## config.mk

```make
export PLATFORM = sky130hd
export DESIGN_NAME = assoc_array
export DESIGN_NICKNAME = d
export VERILOG_FILES = /design/src/rtl/assoc_pkg.sv /design/src/rtl/assoc_cell.sv /design/src/rtl/assoc_resolver.sv /design/src/rtl/assoc_reduce.sv /design/src/rtl/assoc_array.sv
export SDC_FILE = /design/constraint.sdc
export NUM_CORES = 2
export LEC_CHECK = 0
export BUFFER_PORTS_ARGS = -buffer_cell sky130_fd_sc_hd__buf_2
export CAP_MARGIN = 25
export CELL_PAD_IN_SITES_DETAIL_PLACEMENT = 1
export CELL_PAD_IN_SITES_GLOBAL_PLACEMENT = 1
export CORE_UTILIZATION = 30
export CTS_CLUSTER_SIZE = 10
export DETAILED_ROUTE_END_ITERATION = 12
export PLACE_DENSITY = 0.56
export SKIP_CTS_REPAIR_TIMING = 1
export SLEW_MARGIN = 0
export SYNTH_ARGS = -nofsm -noshare
export SYNTH_HDL_FRONTEND = slang
export SYNTH_HIERARCHICAL = 1
export SYNTH_SLANG_ARGS = --single-unit
```

## constraint.sdc

```tcl
create_clock -name clk -period 49 [get_ports clk]
set_input_delay 9.8 -clock clk [delete_from_list [all_inputs] [get_ports clk]]
set_output_delay 9.8 -clock clk [all_outputs]
set_load 0.05 [all_outputs]
```

## src/rtl/assoc_pkg.sv

```systemverilog
package assoc_pkg;
  typedef enum logic [2:0] {
    OP_NOP      = 3'd0,
    OP_SEARCH   = 3'd1,
    OP_FINDFREE = 3'd2,
    OP_NARROW   = 3'd3,
    OP_RESTORE  = 3'd4,
    OP_WRITE    = 3'd5,
    OP_FREE     = 3'd6
  } op_e;
endpackage

```

## src/rtl/assoc_cell.sv

```systemverilog
module assoc_cell
  import assoc_pkg::*;
#(
  parameter int NF = 4,
  parameter int FW = 8,
  localparam int RW = NF * FW
) (
  input  logic          clk,
  input  logic          rst,
  input  op_e           op,
  input  logic [RW-1:0] key,
  input  logic [NF-1:0] fmask,
  input  logic [RW-1:0] wr_rec,
  input  logic          sel,
  output logic [RW-1:0] rec,
  output logic          busy,
  output logic          active,
  output logic          resp
);
  logic [NF-1:0] fhit;
  logic          match;

  always_comb begin
    for (int f = 0; f < NF; f++)
      fhit[f] = !fmask[f] || (rec[f*FW +: FW] == key[f*FW +: FW]);
    match = &fhit;
  end

  always_ff @(posedge clk) begin
    if (op == OP_WRITE && sel) rec <= wr_rec;
  end

  always_ff @(posedge clk) begin
    if (rst) begin
      busy   <= 1'b0;
      active <= 1'b0;
      resp   <= 1'b0;
    end else begin
      case (op)
        OP_SEARCH:   resp   <= active && match;
        OP_FINDFREE: resp   <= !busy;
        OP_NARROW:   active <= active && resp;
        OP_RESTORE:  active <= busy;
        OP_WRITE: if (sel) begin
          busy   <= 1'b1;
          active <= 1'b1;
          resp   <= 1'b0;
        end
        OP_FREE: if (sel) begin
          busy   <= 1'b0;
          active <= 1'b0;
          resp   <= 1'b0;
        end
        default: ;
      endcase
    end
  end
endmodule

```

## src/rtl/assoc_resolver.sv

```systemverilog
module assoc_resolver #(
  parameter int NC = 16,
  localparam int LW = $clog2(NC)
) (
  input  logic [NC-1:0] resp,
  output logic          any,
  output logic [LW-1:0] idx,
  output logic [NC-1:0] onehot
);
  always_comb begin
    any    = |resp;
    idx    = '0;
    onehot = '0;
    for (int c = NC - 1; c >= 0; c--) begin
      if (resp[c]) idx = LW'(c);
    end
    if (any) onehot[idx] = 1'b1;
  end
endmodule

```

## src/rtl/assoc_reduce.sv

```systemverilog
module assoc_reduce #(
  parameter int NC = 16,
  parameter int NF = 4,
  parameter int FW = 8,
  localparam int FSW = (NF > 1) ? $clog2(NF) : 1,
  localparam int BSW = (FW > 1) ? $clog2(FW) : 1,
  localparam int RW  = NF * FW
) (
  input  logic [NC*RW-1:0] recs,
  input  logic [NC-1:0]    active,
  input  logic [FSW-1:0]   fsel,
  input  logic [BSW-1:0]   bsel,
  output logic             r_or,
  output logic             r_and,
  output logic             r_valid,
  output logic [FW-1:0]    r_max,
  output logic [FW-1:0]    r_min
);
  always_comb begin
    logic [FW-1:0] v;
    r_or    = 1'b0;
    r_and   = 1'b1;
    r_valid = 1'b0;
    r_max   = '0;
    r_min   = '1;
    for (int c = 0; c < NC; c++) begin
      v = recs[c*RW + int'(fsel)*FW +: FW];
      if (active[c]) begin
        r_valid = 1'b1;
        r_or    = r_or | v[bsel];
        r_and   = r_and & v[bsel];
        if (v > r_max) r_max = v;
        if (v < r_min) r_min = v;
      end
    end
  end
endmodule

```

## src/rtl/assoc_array.sv

```systemverilog
module assoc_array
  import assoc_pkg::*;
#(
  parameter int NC = 16,
  parameter int NF = 4,
  parameter int FW = 8,
  localparam int LW  = $clog2(NC),
  localparam int FSW = (NF > 1) ? $clog2(NF) : 1,
  localparam int BSW = (FW > 1) ? $clog2(FW) : 1,
  localparam int RW  = NF * FW
) (
  input  logic           clk,
  input  logic           rst,
  input  logic [2:0]     cmd_op,
  input  logic [RW-1:0]  key,
  input  logic [NF-1:0]  fmask,
  input  logic [RW-1:0]  wr_rec,
  input  logic [FSW-1:0] red_field,
  input  logic [BSW-1:0] red_bit,
  output logic           any_resp,
  output logic           pick_valid,
  output logic [LW-1:0]  pick_idx,
  output logic           red_or,
  output logic           red_and,
  output logic           red_valid,
  output logic [FW-1:0]  red_max,
  output logic [FW-1:0]  red_min
);
  op_e              op;
  logic [NC*RW-1:0] recs;
  logic [NC-1:0]    busy_v, active_v, resp_v, sel_v;
  logic             any_c;
  logic [LW-1:0]    idx_c;
  logic             or_c, and_c, valid_c;
  logic [FW-1:0]    max_c, min_c;

  assign op = op_e'(cmd_op);

  for (genvar c = 0; c < NC; c++) begin : g_cell
    assoc_cell #(.NF(NF), .FW(FW)) u_cell (
      .clk    (clk),
      .rst    (rst),
      .op     (op),
      .key    (key),
      .fmask  (fmask),
      .wr_rec (wr_rec),
      .sel    (sel_v[c]),
      .rec    (recs[c*RW +: RW]),
      .busy   (busy_v[c]),
      .active (active_v[c]),
      .resp   (resp_v[c])
    );
  end

  assoc_resolver #(.NC(NC)) u_res (
    .resp   (resp_v),
    .any    (any_c),
    .idx    (idx_c),
    .onehot (sel_v)
  );

  assoc_reduce #(.NC(NC), .NF(NF), .FW(FW)) u_red (
    .recs    (recs),
    .active  (active_v),
    .fsel    (red_field),
    .bsel    (red_bit),
    .r_or    (or_c),
    .r_and   (and_c),
    .r_valid (valid_c),
    .r_max   (max_c),
    .r_min   (min_c)
  );

  always_ff @(posedge clk) begin
    if (rst) begin
      any_resp   <= 1'b0;
      pick_valid <= 1'b0;
      pick_idx   <= '0;
      red_or     <= 1'b0;
      red_and    <= 1'b1;
      red_valid  <= 1'b0;
      red_max    <= '0;
      red_min    <= '0;
    end else begin
      any_resp   <= any_c;
      pick_valid <= any_c;
      pick_idx   <= idx_c;
      red_or     <= or_c;
      red_and    <= and_c;
      red_valid  <= valid_c;
      red_max    <= max_c;
      red_min    <= min_c;
    end
  end
endmodule

```

==> results.yml <==
status:
  outcome: "completed"
cts:
  clock_latency_ps: 700
  cts.sinks: 584
  cts.htree.levels: 3
  cts_root_buffer: "clkbuf_16"
  cts_tree: "built"
  clkSlewWorstSetupHoldPaths_ps: 60
  cts_inserted_buffers: 76
  clock_path_buffers: 3
cells_and_area:
  nets: 3884
  area_growth_pct: 12.9
  fin_cells: 5373
  n_fill_cell: 14200
  layout-drive-gt1-share: 0.141
placed_design:
  place_inst: 5244
  pre_cts_ws_ps: 5140
  gp_congestion: 0.880
  numPortBuffers: 102
  dp_hpwl_um: 118000
global_routing:
  antenna_found_initial: 18
  track_usage: 0.261
  grt_pass1_wl_um: 242000
  grt_max_degree: 70
  grt_pass1_vias: 31100
  grt-ovfl-total: 0
logic_synthesis:
  ys_ff_latch: 584
  synth-edff-count: 512
  netlist_area_um2: 39200
  syn_nets: 3761
  ys_types: 85
  syn_inst: 3469
  synthArstFlopShare: 0
  syn_avg_cell_area_um2: 11.3
  ys.flop_type: "edfxtp_1"
  seq_area_frac_synth: 0.429
  synth_warnings: 6
route:
  drt-initial-drc-count: 3790
  wirelength_met1_um: 75200
  top_layer_used: "met5"
  met2_length_um: 78500
  postRouteAntennaNets: 0
  wl_per_cell_um: 32.5
  wl_um: 175000
  via_per_inst: 5.86
  drt_pass1_iterations: 5
  vias: 31500
  drc: 0
  wl_met3_um: 15100
sta:
  finalHoldViolations: 0
  fmax_ghz: 0.0229
  timing.hold.ws_ps: 540
  setup_viol: 0
  drv_slew: 0
  layout_setup_ws_ps: 5250
  min_period_ps: 43750
  fin_tns_setup_ps: 0
  worst_pin_slew_ps: 1180
  slew_headroom: 0.208
  fin_crit_sh: 0.893
  rsz0062_at_grt: "false"
  final.setup_skew_ps: 52.7
critical_path:
  critPathBufInv: 15
  cp_top_family: "compound AO/OA/AOI/OAI gates"
  worst_r2r_startpoint: "g_cell[1].u_cell/rec[25]"
  path_max_fanout: 55
  cpMostUsedCell: "a21oi_1"
  r2r_cells: 152
  rrSetupSlack_ps: 15300
  worst-setup-path-type: "in2reg"
  crit_path_start_kind: "input port"
  arrival_ps: 44290
  setup.worst_path.end_class: "flip-flop"
  max_stage_delay_ps: 850
  timing.rr.end: "red_max[6]"
  cp.required_ps: 49550
  slowest_stage: "o21ai_1"
power:
  p_per_area_nw_per_um2: 34.6
  p_leak_uw: 0.0151
  power.total_uw: 1530
  peakVddDrop_v: 0.0000304
hold_path:
  min_to: "g_cell[5].u_cell/busy"
  min_from: "g_cell[5].u_cell/busy"
  min_path_type: "reg2reg"
  hold_depth: 2
die:
  ios: 103
  start_util: 0.302
  die_h_um: 364
  die_x_um: 364
  dieArea_um2: 132000
  std_cell_rows: 132
  core_area_um2: 130000
job:
  maxCapViolCount: 0
## cell usage after synthesis, types with 42 or more instances
cell / n / area, um^2
a21oi_1: 231 / 1160
a31oi_1: 44 / 275
clkbuf_1: 42 / 158
dfxtp_1: 72 / 1440
edfxtp_1: 512 / 15400
ha_1: 214 / 2680
inv_1: 241 / 905
mux2_2: 44 / 495
mux2i_1: 87 / 871
mux4_2: 160 / 3600
nand2_1: 148 / 556
nand3_1: 44 / 220
nand4_1: 165 / 1030
nor2_1: 191 / 717
nor2b_1: 66 / 413
o21ai_0: 153 / 766
o21ai_1: 50 / 250
xnor2_1: 519 / 4550
## where the power goes
part           internal (uW)  switching (uW)
combinational            150             285
sequential               553            8.33
clock                    301             233
## sequential cells by signal, summed over array words and instances, names as in the netlist
register,flops
g_cell.u_cell/busy,16
red_valid,1
g_cell.u_cell/resp,16
g_cell.u_cell/rec,512
red_max,8
red_or,1
red_and,1
pick_valid,1
g_cell.u_cell/active,16
pick_idx,4
red_min,8
## cells in the final DEF (no fill, tap or decap), types with 44 or more instances in the layout
master,instances
mux2i_1,86
edfxtp_1,512
ha_1,214
clkbuf_16,76
buf_2,97
mux4_2,160
inv_1,241
o21ai_1,50
nand3_1,44
nor2_1,175
a21oi_1,231
mux2_2,44
nor2b_1,66
dfxtp_1,72
nand4_1,165
a31oi_1,44
nand2_1,148
xnor2_1,519
o21ai_0,153
## worst max path at each step
stage,from,end,slack [ps],depth (start not counted)
finish,red_field[0],red_max[6],5250,155
global route,red_field[0],red_max[6],2230,156
CTS,red_field[0],red_max[6],5740,153
detailed placement,red_field[0],red_max[6],5140,153
global placement,red_field[0],red_max[6],6080,153
floorplan,red_field[0],red_max[3],9500,162
## worst reg2reg max path: cells and delay by family (launching register included)
| kind | cells | cell delay [ps] |
|---|---|---|
| buffers and inverters | 13 | 2000 |
| adder cells (fa/ha/maj) | 15 | 4590 |
| AO/OA/AOI/OAI | 71 | 15240 |
| flip-flops | 1 | 420 |
| AND/OR/NAND/NOR | 43 | 7760 |
| multiplexers | 10 | 3620 |
## per-layer routing
layer,up-vias,global-route usage
li1,13300,-
met1,16400,0.360
met2,1543,0.410
met3,294,0.0457
met4,6,0.0901
met5,-,0
## cell families after synthesis
kind of cell,Yosys count,share of synthesized area
AND/OR/NAND/NOR,752,0.101
AO/OA/AOI/OAI,740,0.117
flip-flops,584,0.429
XOR/XNOR,535,0.119
buffers and inverters,351,0.0373
multiplexers,293,0.128
adder cells (fa/ha/maj),214,0.0683
## metrics by stage
stage	instance area [um^2]	util
detailed placement	41900	0.323
global route	44300	0.341
global placement	41800	0.322
floorplan	39200	-
CTS	44100	0.340
finish	44300	0.342
## area by class of cell
cell class	count	area, um^2	share of cell area
repair buffers	152	1030	0.0233
multi-input cells	2534	21100	0.476
clock inverters	27	310	0.00701
well taps	1742	2180	0.0492
clock buffers	87	1950	0.0441
flip-flops and latches	584	16800	0.380
inverters	244	921	0.0208
diodes	3	7.51	0.000170
(Power assumes the default switching activity.)
